$ cat src/rtl/stall_acct_pkg.sv
package stall_acct_pkg;

   typedef enum logic [2:0] {
      UC_EXEC  = 3'd0,
      UC_CMP   = 3'd1,
      UC_MAC   = 3'd2,
      UC_CTI   = 3'd3,
      UC_LOAD  = 3'd4,
      UC_STORE = 3'd5
   } unit_cls_e;

   localparam int NUM_OPS = 2;

endpackage

$ cat src/rtl/stall_cls_decode.sv
module stall_cls_decode
   import stall_acct_pkg::*;
(
   input  logic       iss_valid,
   input  logic [2:0] unit_cls,
   input  logic       cti_taken,
   output logic [NUM_OPS-1:0] op_chk_en,
   output logic       is_load,
   output logic       cti_tk,
   output logic       cti_nt
);

   always_comb begin
      op_chk_en = '0;
      is_load   = 1'b0;
      cti_tk    = 1'b0;
      cti_nt    = 1'b0;
      if (iss_valid) begin
         case (unit_cls)
            UC_EXEC, UC_CMP, UC_MAC: op_chk_en = '1;
            UC_CTI: begin
               op_chk_en[0] = 1'b1;
               cti_tk       = cti_taken;
               cti_nt       = ~cti_taken;
            end
            UC_LOAD: is_load = 1'b1;
            default: ;
         endcase
      end
   end

endmodule

$ cat src/rtl/stall_hazard_track.sv
module stall_hazard_track
   import stall_acct_pkg::*;
#(
   parameter  int NREG  = 16,
   localparam int REG_W = $clog2(NREG)
)(
   input  logic                 clk,
   input  logic                 rst_n,
   input  logic                 iss_valid,
   input  logic                 grp_first,
   input  logic                 is_load,
   input  logic [REG_W-1:0]     dst,
   input  logic [REG_W-1:0]     op_reg [NUM_OPS],
   input  logic [NUM_OPS-1:0]   op_vld,
   input  logic [NUM_OPS-1:0]   op_chk_en,
   output logic [NUM_OPS-1:0]   op_hit
);

   logic [NREG-1:0] pend_q, act_q;
   logic [NREG-1:0] eff_act, eff_pend, pend_d;

   always_comb begin
      eff_act  = grp_first ? pend_q : act_q;
      eff_pend = grp_first ? '0 : pend_q;
      pend_d   = eff_pend;
      if (is_load) pend_d[dst] = 1'b1;
   end

   for (genvar i = 0; i < NUM_OPS; i++) begin : g_op
      assign op_hit[i] = op_chk_en[i] & op_vld[i] & eff_act[op_reg[i]];
   end

   always_ff @(posedge clk or negedge rst_n) begin
      if (!rst_n) begin
         pend_q <= '0;
         act_q  <= '0;
      end else if (iss_valid) begin
         pend_q <= pend_d;
         act_q  <= eff_act;
      end
   end

endmodule

$ cat src/rtl/stall_sat_ctr.sv
module stall_sat_ctr #(
   parameter int W     = 32,
   parameter int INC_W = 3
)(
   input  logic             clk,
   input  logic             rst_n,
   input  logic             clr,
   input  logic [INC_W-1:0] inc,
   output logic [W-1:0]     cnt
);

   if (INC_W > W) begin : g_bad_width
      $error("stall_sat_ctr: increment wider than counter");
   end

   logic [W:0] sum;
   assign sum = {1'b0, cnt} + {{(W + 1 - INC_W){1'b0}}, inc};

   always_ff @(posedge clk or negedge rst_n) begin
      if (!rst_n)     cnt <= '0;
      else if (clr)   cnt <= '0;
      else if (sum[W]) cnt <= '1;
      else            cnt <= sum[W-1:0];
   end

endmodule

$ cat src/rtl/stall_acct.sv
module stall_acct
   import stall_acct_pkg::*;
#(
   parameter  int NREG    = 16,
   parameter  int CNT_W   = 32,
   parameter  int PENALTY = 2,
   localparam int REG_W   = $clog2(NREG)
)(
   input  logic             clk,
   input  logic             rst_n,
   input  logic             clr,
   input  logic             iss_valid,
   input  logic             grp_first,
   input  logic [2:0]       unit_cls,
   input  logic [REG_W-1:0] src_a,
   input  logic             src_a_vld,
   input  logic [REG_W-1:0] src_b,
   input  logic             src_b_vld,
   input  logic [REG_W-1:0] dst,
   input  logic             cti_taken,
   output logic [CNT_W-1:0] load_stall_cyc,
   output logic [CNT_W-1:0] branch_stall_cyc,
   output logic [CNT_W-1:0] taken_cnt,
   output logic [CNT_W-1:0] untaken_cnt
);

   localparam int LS_MAX = NUM_OPS * PENALTY;
   localparam int INC_W  = $clog2(LS_MAX + 1);

   if (NREG < 2 || (1 << REG_W) != NREG) begin : g_bad_nreg
      $error("stall_acct: NREG must be a power of two of at least 2");
   end
   if (PENALTY < 1) begin : g_bad_pen
      $error("stall_acct: PENALTY must be positive");
   end
   if (CNT_W < INC_W) begin : g_bad_cnt
      $error("stall_acct: CNT_W too narrow for one increment");
   end

   logic [NUM_OPS-1:0] op_chk_en, op_hit;
   logic               is_load, cti_tk, cti_nt;
   logic [REG_W-1:0]   op_reg [NUM_OPS];
   logic [NUM_OPS-1:0] op_vld;

   assign op_reg[0] = src_a;
   assign op_reg[1] = src_b;
   assign op_vld    = {src_b_vld, src_a_vld};

   stall_cls_decode u_dec (
      .iss_valid (iss_valid),
      .unit_cls  (unit_cls),
      .cti_taken (cti_taken),
      .op_chk_en (op_chk_en),
      .is_load   (is_load),
      .cti_tk    (cti_tk),
      .cti_nt    (cti_nt)
   );

   stall_hazard_track #(.NREG(NREG)) u_haz (
      .clk       (clk),
      .rst_n     (rst_n),
      .iss_valid (iss_valid),
      .grp_first (grp_first),
      .is_load   (is_load),
      .dst       (dst),
      .op_reg    (op_reg),
      .op_vld    (op_vld),
      .op_chk_en (op_chk_en),
      .op_hit    (op_hit)
   );

   logic [INC_W-1:0] ls_inc, br_inc, tk_inc, nt_inc;

   always_comb begin
      ls_inc = '0;
      for (int i = 0; i < NUM_OPS; i++) begin
         if (op_hit[i]) ls_inc = ls_inc + INC_W'(PENALTY);
      end
      br_inc = cti_tk ? INC_W'(PENALTY) : '0;
      tk_inc = INC_W'(cti_tk);
      nt_inc = INC_W'(cti_nt);
   end

   stall_sat_ctr #(.W(CNT_W), .INC_W(INC_W)) u_ls (
      .clk(clk), .rst_n(rst_n), .clr(clr), .inc(ls_inc), .cnt(load_stall_cyc));
   stall_sat_ctr #(.W(CNT_W), .INC_W(INC_W)) u_br (
      .clk(clk), .rst_n(rst_n), .clr(clr), .inc(br_inc), .cnt(branch_stall_cyc));
   stall_sat_ctr #(.W(CNT_W), .INC_W(INC_W)) u_tk (
      .clk(clk), .rst_n(rst_n), .clr(clr), .inc(tk_inc), .cnt(taken_cnt));
   stall_sat_ctr #(.W(CNT_W), .INC_W(INC_W)) u_nt (
      .clk(clk), .rst_n(rst_n), .clr(clr), .inc(nt_inc), .cnt(untaken_cnt));

endmodule

$ cat config.mk
export PLATFORM = sky130hd
export DESIGN_NAME = stall_acct
export DESIGN_NICKNAME = d
export VERILOG_FILES = /design/src/rtl/stall_acct_pkg.sv /design/src/rtl/stall_cls_decode.sv /design/src/rtl/stall_hazard_track.sv /design/src/rtl/stall_sat_ctr.sv /design/src/rtl/stall_acct.sv
export SDC_FILE = /design/constraint.sdc
export NUM_CORES = 1
export LEC_CHECK = 0
export CORE_MARGIN = 2
export CORE_UTILIZATION = 53
export CTS_CLUSTER_SIZE = 24
export DETAILED_ROUTE_END_ITERATION = 12
export HOLD_SLACK_MARGIN = 0.06
export PLACE_DENSITY = 0.81
export SLEW_MARGIN = 20
export SYNTH_ARGS = -nofsm -noshare
export SYNTH_HDL_FRONTEND = slang
export SYNTH_SLANG_ARGS = --single-unit
$ cat constraint.sdc
create_clock -name clk -period 4.4 [get_ports clk]
set_input_delay 0.88 -clock clk [delete_from_list [all_inputs] [get_ports clk]]
set_output_delay 0.88 -clock clk [all_outputs]
set_load 0.01 [all_outputs]
======== After elaboration in Yosys (flattened, before gate mapping) ========
Cells that the tools add are included.
cells by class
  $add $sub $neg .......................... 5
  reductions and logical operators ........ 4
  equal/unequal tests ..................... 4
  mux-type cells .......................... 29
  bitwise logic cells ..................... 6
  $lt $le $gt $ge ......................... 4
operators by type and width
  operator               count
  $mux W32               8
  $add A32 B1 Y33        2
  $mux W16               3
  $add A32 B2 Y33        1
  $add A32 B3 Y33        1
  $or A16 B16 Y16        1
  $lt A4 B5 Y1 const B   3
  $mux W1                11
  $bmux W1 S4            2
  $eq A3 B2 Y1 const B   2
  $mux W2                3
  $and A1 B1 Y1          4
  $demux W1 S4           1
  $ge A4 B1 Y1 const B   1
  $reduce_or A4 Y1       1
  $add A3 B2 Y3 const B  1
  $eq A3 B1 Y1 const B   1
  $eq A3 B3 Y1 const B   1
  $logic_not A3 Y1       1
  $mux W3                1
  $reduce_or A3 Y1       1
  $logic_and A1 B1 Y1    1
  $not A1 Y1             1
storage, ports and cells
  output and inout bits ................... 128
  logic and storage cells ................. 58
  flip-flop bits (word level) ............. 160
  bits of input ports ..................... 23

======== Longest topological paths before layout ========
  depth after elaboration ................. 12
  gate-level depth with buffers ........... 16
  depth with buffers taken out ............ 14

======== Modules after synthesis ========
A second synthesis with hierarchy kept.
second synthesis, totals
  cell total of the unflattened synthesis .. 899
  area total of the unflattened synthesis .. 9297.7 um^2
modules (own cells, without submodules)
  module                     area an instance (um^2)  cells an instance  times used
  stall_sat_ctr at u_ls ...  1846.8                   188                3
  stall_sat_ctr at u_br      1859.3                   193                1
  stall_hazard_track         1828.0                   132                1
  stall_cls_decode           53.8                     8                  1
  stall_acct                 16.3                     2                  1

======== Worst setup path before layout ========
No wires, ideal clock.
  path type ............................... input-to-reg
  start point ............................. input src_a[0]
  end point ............................... register u_ls.cnt[11]
  setup slack ............................. 11 ps
  setup time .............................. 136 ps
  arrival time ............................ 4253 ps
  stages .................................. 15
  data required time ...................... 4264 ps
  cell sequence ........................... clkbuf_1 -> mux4_2 -> mux4_2 -> mux2i_1 -> nor2_1 -> ha_1 -> ha_1 -> inv_1 -> fa_1 -> and4b_1 -> and2_1 -> clkbuf_1 -> and3_1 -> xnor2_1 -> a21oi_1
between the ends
  longest elaborated chain between the ends .. 9
RTL lines
  element                          line                      text
  from (decl)                      stall_acct.sv:15          input logic [REG_W-1:0] src_a,
  $bmux W1 S4 *                    stall_hazard_track.sv:30  assign op_hit[i] = op_chk_en[i] & op_vld[i] & eff_act[op_reg[i]];
  $mux W1 (implied by the code) *  stall_hazard_track.sv:30
  $and A1 B1 Y1 *                  stall_hazard_track.sv:30
  $mux W2 *                        stall_acct.sv:77          if (op_hit[i]) ls_inc = ls_inc + INC_W'(PENALTY);
  $add A3 B2 Y3                    stall_acct.sv:77
  $mux W3 *                        stall_acct.sv:77
  $add A32 B3 Y33 *                stall_sat_ctr.sv:17       assign sum = {1'b0, cnt} + {{(W + 1 - INC_W){1'b0}}, inc};
  $mux W32 *                       stall_sat_ctr.sv:22       else if (sum[W]) cnt <= '1;
  $mux W32 *                       stall_sat_ctr.sv:21       else if (clr) cnt <= '0;
  to (signal assigned)             stall_sat_ctr.sv:23       else cnt <= sum[W-1:0];
  to (decl)                        stall_sat_ctr.sv:9        output logic [W-1:0] cnt
Every way passes the cells marked *; elsewhere a longest branch is shown, timed or not. The select of a mux whose other input is x is not followed.
A chain may end at the register's enable or synchronous reset.

======== Final worst setup path ========
  start point ............................. input grp_first
  end point ............................... register u_ls.cnt[11]
between the ends
  longest elaborated chain between the ends .. 10
  elaborated cells on any way between the ends .. 13
RTL lines
  element                        line                      text
  from (decl)                    stall_acct.sv:13          input logic grp_first,
  $mux W16 *                     stall_hazard_track.sv:23  eff_act = grp_first ? pend_q : act_q;
  $bmux W1 S4                    stall_hazard_track.sv:30
  $mux W1 (implied by the code)  stall_hazard_track.sv:30
  $and A1 B1 Y1                  stall_hazard_track.sv:30
  $mux W2                        stall_acct.sv:77
  $add A3 B2 Y3                  stall_acct.sv:77
  $mux W3 *                      stall_acct.sv:77
  $add A32 B3 Y33 *              stall_sat_ctr.sv:17
  $mux W32 *                     stall_sat_ctr.sv:22
  $mux W32 *                     stall_sat_ctr.sv:21
Marked as above.

==> flow_summary_export.csv <==
group,metric,value,unit
route,wl,20600,um
route,drc_errors,0,
timing,finalHoldViolCount,0,
pwr,ir_drop,0.243,mV
clock_network,root_buffer,"clkbuf_16",
global_routing,grt_max_degree,97,
pwr,total_power,3.15,mW
die,start_util,54.6,%
clock_network,post_cts_buffers,0,
timing,relSlewSlack,30.9,%
die,rows,45,
logic_synthesis,synthArstFlopShare,100,%
critical_path,cp.required,4.69,ns
pwr,pwr-share-comb,4.1,%
critical_path,crit_type,"in -> reg",
die,dieHeight,129,um
logic_synthesis,syn_nets,841,
timing,min_period,4.19,ns
logic_synthesis,syn_area,8330,sq um
outcome,status,"complete, no violations",
timing,setup_tns,0,ns
critical_path,worstSetupStartpointType,"input pin",
cells_and_area,final_area,10800,sq um
global_routing,antenna_found_initial,0,
clock_network,cts.path.max_buffers,2,
cells_and_area,layout-drive-gt1-share,10.9,%
pwr,leakage,4.40,nW
logic_synthesis,synthTopCellsByArea,"dfrtp_1, a21oi_1, xor2_1",
timing,max_freq,239,MHz
route,drt_iter0_markers,398,
logic_synthesis,synthFlopType,"dfrtp_1",
timing,setup_viol,0,
clock_network,clock_latency,0.43,ns
die,die-area,16700,sq um
critical_path,crit_chain,"clkdlybuf4s50_1 -> buf_12 -> mux4_2 -> mux2_2 -> o21ai_0 -> a211oi_1 -> ha_1 -> ha_1 -> inv_1 -> fa_1 -> and4b_1 -> and2_1 -> and3_1 -> xnor2_1 -> a21oi_1",
critical_path,critPathBufInv,3,
logic_synthesis,avgSynthCellArea,10.3,sq um
timing,hold_ws,0.497,ns
logic_synthesis,yosys.cell_types.count,54,
route,drt.antenna.violating_nets,0,
flow_run,maxCapViolCount,0,
pwr,swShare,22.1,%
route,vias_per_cell,5.84,
clock_network,holdBufCountCts,0,
logic_synthesis,synth-edff-count,0,
die,num_io_pins,151,
placed_design,place_hpwl,13900,um
critical_path,cp_top_family,"adder cells",
logic_synthesis,synthTopCellsByCount,"dfrtp_1, a21oi_1, nand2_1, nand3_1, xor2_1",
pwr,p_seq_share,47.1,%
timing,fin_worst_skew,0.00882,ns
timing,tightest_slew,1.03,ns
critical_path,slowest_stage,"clkdlybuf4s50_1",
clock_network,cts_tree,"done",
timing,final_max_slew_viol_count,0,
clock_network,cts_buffers,17,
timing,fin_crit_sh,95.1,%
route,dr_total_vias,6938,
logic_synthesis,synth_top_area_share,48.1,%
placed_design,portBuffers,150,
pwr,p_per_area,292,nW/um^2
cells_and_area,area_delta_synth_final,29.4,%
clock_network,cts.clk_slew.worst_paths,0.06,ns
global_routing,grt_usage,25.6,%
global_routing,grt_pass1_wl,33900,um
cells_and_area,fill_cells,1076,
critical_path,worstPathArrival,4.48,ns
timing,rsz0062_at_grt,"false",
pwr,switchingPower,0.697,mW
global_routing,grt_pass1_vias,6684,
logic_synthesis,synth_most_common_cell,"dfrtp_1",
placed_design,place_area,10200,sq um
placed_design,dp_slack,-0.392,ns
logic_synthesis,synth_cells,808,
die,fp.dieW,129,um
logic_synthesis,yosys.area.top_type,"dfrtp_1",
pwr,p_int,2.45,mW
route,routedWlPerCell,17.3,um
logic_synthesis,yosys_warnings,0,
global_routing,grt_overflow,0,
clock_network,cts.sinks,160,
critical_path,slowest_delay,0.50,ns
die,core,15300,sq um
placed_design,place.gp.congestion,0.865,
hold_path,min_path_type,"in -> async",
critical_path,cp_max_fo,10,
clock_network,h-tree-depth,4,
logic_synthesis,ys_ff_latch,160,
logic_synthesis,ys_seq_area_share,48.1,%
pwr,clockPowerShare,48.8,%
critical_path,critical_path.endpoint_type,"flip-flop",
timing,fin_ws,0.215,ns
cells_and_area,n_antenna_cell,0,
cells_and_area,nets,998,
critical_path,cpMostUsedCell,"ha_1",
route,dr.pass1.iters,7,
critical_path,r2r_slack,0.77,ns
-- state kept, by name, indices dropped and copies added, names as in the netlist --
| signal | cells |
|---|---|
| u_br.cnt | 32 |
| u_nt.cnt | 32 |
| u_tk.cnt | 32 |
| u_ls.cnt | 32 |
| u_haz.pend_q | 16 |
| u_haz.act_q | 16 |
-- cells by family (layout without fill, tap and decap cells) --
kind of cell    count (synthesis)  after routing  share of synthesized area, %
flops                         160            160                          48.1
buf+inv                        62            232                          3.20
xor+xnor                       93             93                          9.78
simple gates                  279            279                          18.5
compound gates                159            159                          10.7
mux                            45             45                          8.22
fa+ha+maj                      10             10                          1.59
-- worst reg2reg max path: cells and delay by family, from the launching register on --
| kind | cells | cell delay [ns] |
|---|---|---|
| AO/OA/AOI/OAI | 1 | 0.09 |
| XOR/XNOR | 1 | 0.11 |
| adder cells (fa/ha/maj) | 3 | 0.84 |
| buffers and inverters | 1 | 0.05 |
| flip-flops | 1 | 0.43 |
| multiplexers | 3 | 1.10 |
| AND/OR/NAND/NOR | 4 | 0.88 |
-- power groups by stage --
| stage | Sequential, mW | Clock (mW) | Combinational [mW] |
|---|---|---|---|
| 4_1_cts | 1.48 | 1.55 | 0.132 |
| 3_5_place_dp | 1.51 | 0 | 0.131 |
| 2_1_floorplan | 1.51 | 0 | 0.0552 |
| 6_report | 1.48 | 1.54 | 0.130 |
| 3_3_place_gp | 1.51 | 0 | 0.129 |
| 5_1_grt | 1.48 | 1.62 | 0.145 |
-- layout make-up --
| type | instances | area (sq um) | share of cell area (%) |
|---|---|---|---|
| Clock buffer | 20 | 457 | 4.24 |
| Tap cell | 211 | 264 | 2.45 |
| Clock inverter | 12 | 155 | 1.44 |
| Timing Repair Buffer | 177 | 1740 | 16.2 |
| Sequential cell | 160 | 4000 | 37.2 |
| Multi-Input combinational cell | 586 | 4070 | 37.7 |
| Inverter | 23 | 86.3 | 0.801 |
-- cell usage in the layout (no fill, tap or decap), drive strengths merged, types with 5 or more instances in the layout --
cell type      Yosys  routed
clkinv             0       5
a211oi             5       5
mux4              17      17
nor4              18      18
nand4             34      34
a21oi            113     113
nor3              24      24
clkbuf            25      20
buf               14      29
nor2              26      26
and4              13      13
and2               8       8
xor2              47      47
a31oi              8       8
dfrtp            160     160
mux2i             11      11
xnor2             46      46
clkdlybuf4s50      0     147
mux2              17      17
ha                 9       9
inv               23      25
nand2             59      59
nand3             50      50
and3              29      29
o21ai             15      15
-- per-layer routing --
layer / track usage [%] / wire length (um) / up-vias
met2: 42.5 / 10300 / 221
met5: 0 / 0 / -
met1: 34.2 / 8790 / 3422
li1: - / - / 3264
met3: 4.95 / 1100 / 31
met4: 8.50 / 372 / 0
-- repair_timing --
action / CTS / global route
gates resized for setup: 0 / 2
setup endpoints to repair: 0 / 9
endpoints found under the hold margin: 0 / 0
-- worst paths after layout --
kind,from,endpoint,cells past startpoint
max,grp_first,u_ls.cnt[11]$_DFF_PN0_,15
max reg2reg,u_haz.pend_q[12]$_DFFE_PN0P_,u_ls.cnt[11]$_DFF_PN0_,13
max in group asynchronous,rst_n,u_tk.cnt[26]$_DFF_PN0_,2
min in group clk,u_br.cnt[0]$_DFFE_PN0P_,u_br.cnt[0]$_DFFE_PN0P_,2
min reg2reg,u_br.cnt[0]$_DFFE_PN0P_,u_br.cnt[0]$_DFFE_PN0P_,2
min,rst_n,u_nt.cnt[26]$_DFF_PN0_,1
-- per-stage QoR --
stage	util [%]	std cells
floorplan	-	808
global placement	66.5	1157
detailed placement	66.5	1157
CTS	70.6	1189
global route	70.6	1189
finish	70.6	1189
Power figures use the tool's default switching activity.
